==> config.mk <==
export PLATFORM = sky130hd
export DESIGN_NAME = gpio_ctrl
export DESIGN_NICKNAME = d
export VERILOG_FILES = /design/src/rtl/gpio_pkg.sv /design/src/rtl/gpio_sync.sv /design/src/rtl/gpio_pin_cfg.sv /design/src/rtl/gpio_port.sv /design/src/rtl/gpio_ctrl.sv
export SDC_FILE = /design/constraint.sdc
export NUM_CORES = 1
export LEC_CHECK = 0
export BUFFER_PORTS_ARGS = -buffer_cell sky130_fd_sc_hd__buf_2
export CAP_MARGIN = 0
export CELL_PAD_IN_SITES_DETAIL_PLACEMENT = 0
export CELL_PAD_IN_SITES_GLOBAL_PLACEMENT = 2
export CORE_UTILIZATION = 33
export DETAILED_ROUTE_END_ITERATION = 7
export PLACE_DENSITY_LB_ADDON = 0.1
export SLEW_MARGIN = 20
export SYNTH_ARGS = -nofsm -noshare
export SYNTH_HDL_FRONTEND = slang
export SYNTH_HIERARCHICAL = 1
export SYNTH_SLANG_ARGS = --single-unit
==> constraint.sdc <==
create_clock -name clk -period 2 [get_ports clk]
set_clock_uncertainty 0.15 [all_clocks]
set_input_delay 0.3 -clock clk [delete_from_list [all_inputs] [get_ports clk]]
set_output_delay 0.3 -clock clk [all_outputs]
set_load 0.02 [all_outputs]
==> src/rtl/gpio_pkg.sv <==
package gpio_pkg;
  typedef enum logic [1:0] {
    PM_IN_WEAK   = 2'b00,
    PM_IN_STRONG = 2'b01,
    PM_IN_FLOAT  = 2'b10,
    PM_DRIVE     = 2'b11
  } pin_mode_e;

  // Register offsets inside one port's 4-byte window
  localparam logic [1:0] OFS_OUT  = 2'd0;
  localparam logic [1:0] OFS_IN   = 2'd1;
  localparam logic [1:0] OFS_CTLA = 2'd2;
  localparam logic [1:0] OFS_CTLB = 2'd3;
endpackage

==> src/rtl/gpio_sync.sv <==
module gpio_sync #(
  parameter int WIDTH = 24
) (
  input  logic             clk,
  input  logic             rst,
  input  logic [WIDTH-1:0] d_in,
  output logic [WIDTH-1:0] d_sync
);
  logic [WIDTH-1:0] stage1_q;

  always_ff @(posedge clk) begin
    if (rst) begin
      stage1_q <= '0;
      d_sync   <= '0;
    end else begin
      stage1_q <= d_in;
      d_sync   <= stage1_q;
    end
  end
endmodule

==> src/rtl/gpio_pin_cfg.sv <==
module gpio_pin_cfg
  import gpio_pkg::*;
(
  input  logic ctl_b,
  input  logic ctl_a,
  input  logic latch_bit,
  output logic oe,
  output logic dout,
  output logic pu_weak,
  output logic pu_strong
);
  pin_mode_e mode;

  always_comb begin
    mode      = pin_mode_e'({ctl_b, ctl_a});
    oe        = 1'b0;
    dout      = 1'b0;
    pu_weak   = 1'b0;
    pu_strong = 1'b0;
    case (mode)
      PM_IN_WEAK:   pu_weak   = 1'b1;
      PM_IN_STRONG: pu_strong = 1'b1;
      PM_IN_FLOAT:  ;
      PM_DRIVE: begin
        oe   = 1'b1;
        dout = latch_bit;
      end
      default: ;
    endcase
  end
endmodule

==> src/rtl/gpio_port.sv <==
module gpio_port #(
  parameter int               W     = 8,
  parameter logic [W-1:0]     RST_B = '0
) (
  input  logic         clk,
  input  logic         rst,
  input  logic         wr_out,
  input  logic         wr_a,
  input  logic         wr_b,
  input  logic [W-1:0] wdata,
  output logic [W-1:0] out_q,
  output logic [W-1:0] ctl_a_q,
  output logic [W-1:0] ctl_b_q,
  output logic [W-1:0] pad_oe,
  output logic [W-1:0] pad_do,
  output logic [W-1:0] pad_wpu,
  output logic [W-1:0] pad_spu
);
  logic [W-1:0] oe_d, do_d, wpu_d, spu_d;

  always_ff @(posedge clk) begin
    if (rst) begin
      out_q   <= '0;
      ctl_a_q <= '0;
      ctl_b_q <= RST_B;
    end else begin
      if (wr_out) out_q   <= wdata;
      if (wr_a)   ctl_a_q <= wdata;
      if (wr_b)   ctl_b_q <= wdata;
    end
  end

  for (genvar i = 0; i < W; i++) begin : g_pin
    gpio_pin_cfg u_cfg (
      .ctl_b     (ctl_b_q[i]),
      .ctl_a     (ctl_a_q[i]),
      .latch_bit (out_q[i]),
      .oe        (oe_d[i]),
      .dout      (do_d[i]),
      .pu_weak   (wpu_d[i]),
      .pu_strong (spu_d[i])
    );
  end

  always_ff @(posedge clk) begin
    if (rst) begin
      pad_oe  <= '0;
      pad_do  <= '0;
      pad_wpu <= ~RST_B;
      pad_spu <= '0;
    end else begin
      pad_oe  <= oe_d;
      pad_do  <= do_d;
      pad_wpu <= wpu_d;
      pad_spu <= spu_d;
    end
  end


  rst_defaults_chk: assert property (@(posedge clk) disable iff (rst)
    $past(rst) |-> (out_q == '0 && ctl_a_q == '0 && ctl_b_q == RST_B));


  out_hold_chk: assert property (@(posedge clk) disable iff (rst)
    !wr_out |=> $stable(out_q));


  pull_vs_drive_chk: assert property (@(posedge clk) disable iff (rst)
    (pad_oe & (pad_wpu | pad_spu)) == '0);


  drive_gate_chk: assert property (@(posedge clk) disable iff (rst)
    (pad_do & ~pad_oe) == '0);


  pad_lag_chk: assert property (@(posedge clk) disable iff (rst)
    ($stable(ctl_a_q) && $stable(ctl_b_q)) |=> $stable(pad_oe));
endmodule

==> src/rtl/gpio_ctrl.sv <==
module gpio_ctrl
  import gpio_pkg::*;
#(
  parameter int                          NUM_PORTS = 3,
  parameter int                          PORT_W    = 8,
  parameter int                          ADDR_W    = 8,
  parameter logic [ADDR_W-1:0]           TOP_BASE  = 8'hE4,
  parameter logic [NUM_PORTS*PORT_W-1:0] CTLB_RST  = 24'h1F_00_00
) (
  input  logic                          clk,
  input  logic                          rst,
  input  logic [ADDR_W-1:0]             bus_addr,
  input  logic                          bus_wr,
  input  logic                          bus_rd,
  input  logic [PORT_W-1:0]             bus_wdata,
  output logic [PORT_W-1:0]             bus_rdata,
  input  logic [NUM_PORTS*PORT_W-1:0]   pad_in,
  output logic [NUM_PORTS*PORT_W-1:0]   pad_oe,
  output logic [NUM_PORTS*PORT_W-1:0]   pad_out,
  output logic [NUM_PORTS*PORT_W-1:0]   pad_pu_weak,
  output logic [NUM_PORTS*PORT_W-1:0]   pad_pu_strong
);
  localparam int PINS   = NUM_PORTS * PORT_W;
  localparam int IDX_W  = ADDR_W - 2;
  localparam logic [IDX_W-1:0] TOP_IDX = TOP_BASE[ADDR_W-1:2];

  logic [PINS-1:0]      pin_sync;
  logic [NUM_PORTS-1:0] hit;
  logic [1:0]           ofs;
  logic [PORT_W-1:0]    out_arr  [NUM_PORTS];
  logic [PORT_W-1:0]    ctla_arr [NUM_PORTS];
  logic [PORT_W-1:0]    ctlb_arr [NUM_PORTS];
  logic [PORT_W-1:0]    rd_mux;

  assign ofs = bus_addr[1:0];

  gpio_sync #(.WIDTH(PINS)) u_sync (
    .clk    (clk),
    .rst    (rst),
    .d_in   (pad_in),
    .d_sync (pin_sync)
  );

  for (genvar p = 0; p < NUM_PORTS; p++) begin : g_port
    localparam logic [IDX_W-1:0] MY_IDX = TOP_IDX - IDX_W'(p);
    assign hit[p] = (bus_addr[ADDR_W-1:2] == MY_IDX);

    gpio_port #(
      .W     (PORT_W),
      .RST_B (CTLB_RST[p*PORT_W +: PORT_W])
    ) u_port (
      .clk     (clk),
      .rst     (rst),
      .wr_out  (bus_wr && hit[p] && ofs == OFS_OUT),
      .wr_a    (bus_wr && hit[p] && ofs == OFS_CTLA),
      .wr_b    (bus_wr && hit[p] && ofs == OFS_CTLB),
      .wdata   (bus_wdata),
      .out_q   (out_arr[p]),
      .ctl_a_q (ctla_arr[p]),
      .ctl_b_q (ctlb_arr[p]),
      .pad_oe  (pad_oe[p*PORT_W +: PORT_W]),
      .pad_do  (pad_out[p*PORT_W +: PORT_W]),
      .pad_wpu (pad_pu_weak[p*PORT_W +: PORT_W]),
      .pad_spu (pad_pu_strong[p*PORT_W +: PORT_W])
    );
  end

  always_comb begin
    rd_mux = '0;
    for (int p = 0; p < NUM_PORTS; p++) begin
      if (hit[p]) begin
        case (ofs)
          OFS_OUT:  rd_mux = out_arr[p];
          OFS_IN:   rd_mux = pin_sync[p*PORT_W +: PORT_W];
          OFS_CTLA: rd_mux = ctla_arr[p];
          default:  rd_mux = ctlb_arr[p];
        endcase
      end
    end
  end

  assign bus_rdata = bus_rd ? rd_mux : '0;


  unmapped_zero_chk: assert property (@(posedge clk) disable iff (rst)
    (!bus_rd || hit == '0) |-> bus_rdata == '0);


  in_read_chk: assert property (@(posedge clk) disable iff (rst)
    (bus_rd && hit[0] && ofs == OFS_IN) |-> bus_rdata == pin_sync[PORT_W-1:0]);
endmodule

==> flow_summary.toml <==
[run_status]
outcome = "complete, but fails checks"
violations = "setup timing"

[power]
peakVddDrop_mv = 0.591
power_mw = 9.06
power.density_mw_per_mm2 = 841
p_int_mw = 7.12
p_leak_nw = 4.46
switching_share_pct = 21.4
clockPowerShare_pct = 47.7
p_switching_mw = 1.94
combPwrFrac_pct = 4.4
power_frac_seq_pct = 48.0

[timing]
fin_ws_ns = -0.283
fin_crit_sh_pct = 114
fmax_mhz = 438
setup_viol_count_final = 8
rsz0062_at_grt = "true"
max_slew_margin_pct = 65.2
worstMarginPinSlew_ns = 0.520
hold_viol_final = 0
period_needed_ns = 2.28
timing.hold.ws_ns = 0.0350
drv_slew = 0

[detailed_routing]
post_drt_wl_per_cell_microns = 16.9
drt_iter0_drc = 291
vias_per_cell = 4.53
wirelength_microns = 21500
firstDrtPassIters = 6
vias = 5769
drcViolationCount = 0
ant_nets = 0

[floorplan]
die_w_microns = 160
dieArea_sq_mm = 0.0257
io_pins = 148
die_height_microns = 160
core_area_sq_mm = 0.0245
std_cell_rows = 57
start_util_pct = 33.8

[finish]
drive_above_1_share_pct = 43.3
finalNetCount = 976
seqCellArea_sq_mm = 0.00442
fillCellCount = 2367
multi_input_area_sq_mm = 0.00366
synthToLayoutAreaGrowth_pct = 30.5

[logic_synthesis]
async_flop_share_pct = 0
synth_mux_area_share_pct = 15.7
synth_area_sq_mm = 0.00826
avgSynthCellArea_sq_um = 11.4
synth_compound_area_share_pct = 1.55
synth_edf_count = 0
synth_xor_area_share_pct = 0
synth-main-ff-cell = "dfxtp_1"
seq_area_frac_synth_pct = 52.4
synthSimpleGateAreaFrac_pct = 26.1
yosys.area_share.adder_pct = 0
yosysWarnings = 6
synth_seq_cells = 216
synth_top_family_by_area = "simple AND/OR/NAND/NOR gates"
synth.distinct_cells = 34
syn_nets = 766
synthCells = 722

[placement]
dp_hpwl_microns = 15400
portBuffers = 147
place_congestion = 0.862
place_ws_ns = -0.209

[global_routing]
grt_pass1_vias = 5959
grt_overflow = 0
grt_pass1_wl_microns = 33500
grt_max_degree = 54
antenna_found_initial = 2
grt_usage_pct = 16.7

[worst_setup_path]
worst-path-buf-inv = 1
critPathRequiredTime_ns = 1.55
critPathTopFamily = "multiplexers"
worstSetupStartpointType = "register"
path_max_fanout = 6
end_kind = "primary output"
slowest_stage = "mux4_2"
path_cells = "mux4_2 > o31ai_4 > a31oi_2 > buf_4"
r2r_slack_ns = 0.80
crit_arrival_ns = 1.83
cpPeakStageDelay_ns = 0.50
worstRegToRegCells = 4
reg2reg_from = "g_port[1].u_port/ctl_b_q[3]$_SDFFE_PP0P_"
critPathKind = "register to primary output"
reg2reg_to = "g_port[1].u_port/pad_do[3]$_SDFF_PP0_"

[cts]
h-tree-depth = 1
cts_root_buf = "clkbuf_16"
cts_tree = "built"
cts.sinks = 216
clkLatencyLatePin_ns = 0.50
numCtsBuffers = 25
cts_buffer_depth = 3
path_clk_slew_ns = 0.06

[min_path]
whs_path_depth = 2
hold_path_class = "primary input to register"
holdCritStartpoint = "rst"
hold_end = "g_port[1].u_port/pad_oe[6]$_SDFF_PP0_"

[job]
max_cap_viol_count = 0
==> synthesized netlist by cell type, types with 3 or more instances <==
cell         n  area [sq um]
a211o_2      3          30.0
a31oi_1      8          50.1
and2_2      24           180
and2b_2     24           210
and3_2      24           180
buf_2       14          70.1
buf_4       10          75.1
buf_6       13           146
clkbuf_1     4          15.0
dfxtp_1    216          4320
mux2i_1     67           671
mux4_1      22           578
nand3_1      5          25.0
nand4b_1     9          78.8
nand4bb_1    8          90.1
nor2_1     100           375
nor2b_1    128           801
o31ai_1      4          30.0
or2_1        7          43.8
or2_2       12          75.1
==> cells in the final DEF, fill, tap and decap left out, types with 9 or more instances in the layout <==
| cell type | n |
|---|---|
| dfxtp_1 | 171 |
| buf_2 | 138 |
| nor2b_1 | 128 |
| nor2_1 | 100 |
| mux2i_1 | 67 |
| buf_4 | 57 |
| dfxtp_2 | 28 |
| clkbuf_16 | 25 |
| and2_2 | 24 |
| and3_2 | 24 |
| and2b_2 | 24 |
| dlygate4sd3_1 | 24 |
| mux4_2 | 19 |
| dfxtp_4 | 17 |
| or2_2 | 12 |
| nand4b_1 | 9 |
==> flip-flops by register name (all words and copies together) (netlist names) <==
| register | flops |
|---|---|
| g_port.u_port/pad_oe | 24 |
| u_sync/stage1_q | 24 |
| u_sync/d_sync | 24 |
| g_port.u_port/out_q | 24 |
| g_port.u_port/ctl_a_q | 24 |
| g_port.u_port/ctl_b_q | 24 |
| g_port.u_port/pad_spu | 24 |
| g_port.u_port/pad_wpu | 24 |
| g_port.u_port/pad_do | 24 |
==> stage by stage <==
| step | TNS, ns | area, sq um | cells | utilization [%] |
|---|---|---|---|---|
| 2_1_floorplan | 0 | 8260 | 722 | - |
| 3_5_place_dp | -1.82 | 9430 | 1191 | 38.5 |
| 4_1_cts | -2.27 | 10700 | 1271 | 43.6 |
| 6_report | -1.91 | 10800 | 1274 | 44.1 |
| 3_3_place_gp | -1.36 | 9430 | 1191 | 38.5 |
| 5_1_grt | -2.39 | 10800 | 1273 | 44.0 |
==> how the worst max path moves through the flow <==
stage               slack, ns                                startpoint                                     end  cells after the start
floorplan                0.03                               bus_addr[1]  g_port[0].u_port/out_q[5]$_SDFFE_PP0P_                      8
global placement        -0.15                               bus_addr[0]                            bus_rdata[5]                      6
detailed placement      -0.21                               bus_addr[0]                            bus_rdata[5]                      6
CTS                     -0.35  g_port[0].u_port/ctl_a_q[5]$_SDFFE_PP0P_                            bus_rdata[5]                      4
global route            -0.36  g_port[2].u_port/ctl_b_q[6]$_SDFFE_PP0P_                            bus_rdata[6]                      4
finish                  -0.28  g_port[2].u_port/ctl_b_q[6]$_SDFFE_PP0P_                            bus_rdata[6]                      4
==> power by group through the flow <==
stage / Clock, mW / Sequential [mW] / Combinational, mW
after floorplan: 0 / 4.45 / 0.206
after global placement: 0 / 4.46 / 0.330
after detailed placement: 0 / 4.46 / 0.338
after CTS: 4.47 / 4.35 / 0.389
after global routing: 4.66 / 4.35 / 0.427
final: 4.32 / 4.35 / 0.395
==> layout make-up <==
cell class	instances	area share [%]
sequential	216	41.0
multi-input combinational	461	34.0
timing repair buffer	227	13.9
clock buffer	36	6.65
tap	324	3.76
clock inverter	8	0.662
inverter	1	0.0348
antenna	1	0.0232
==> repair_timing <==
item | CTS | global route
resized for setup | 80 | 32
setup buffers | 12 | 2
endpoints found under the setup margin | 8 | 8
gates cloned | 0 | 0
endpoints found under the hold margin | 24 | 0
hold buffers | 24 | 0
pin swaps | 16 | 4
==> layer usage <==
layer	GRT usage (%)	up-vias	share of wire [%]
li1	-	2833	-
met1	21.0	2750	45
met2	28.5	152	48
met3	3.90	32	5.7
met4	4.55	2	1.7
met5	0	-	0.060
==> cell families after synthesis <==
group / Yosys count
AO/OA/AOI/OAI: 17
flip-flops: 216
multiplexers: 91
buffers and inverters: 45
AND/OR/NAND/NOR: 353
Note: power is estimated with default switching activity, not from simulation.
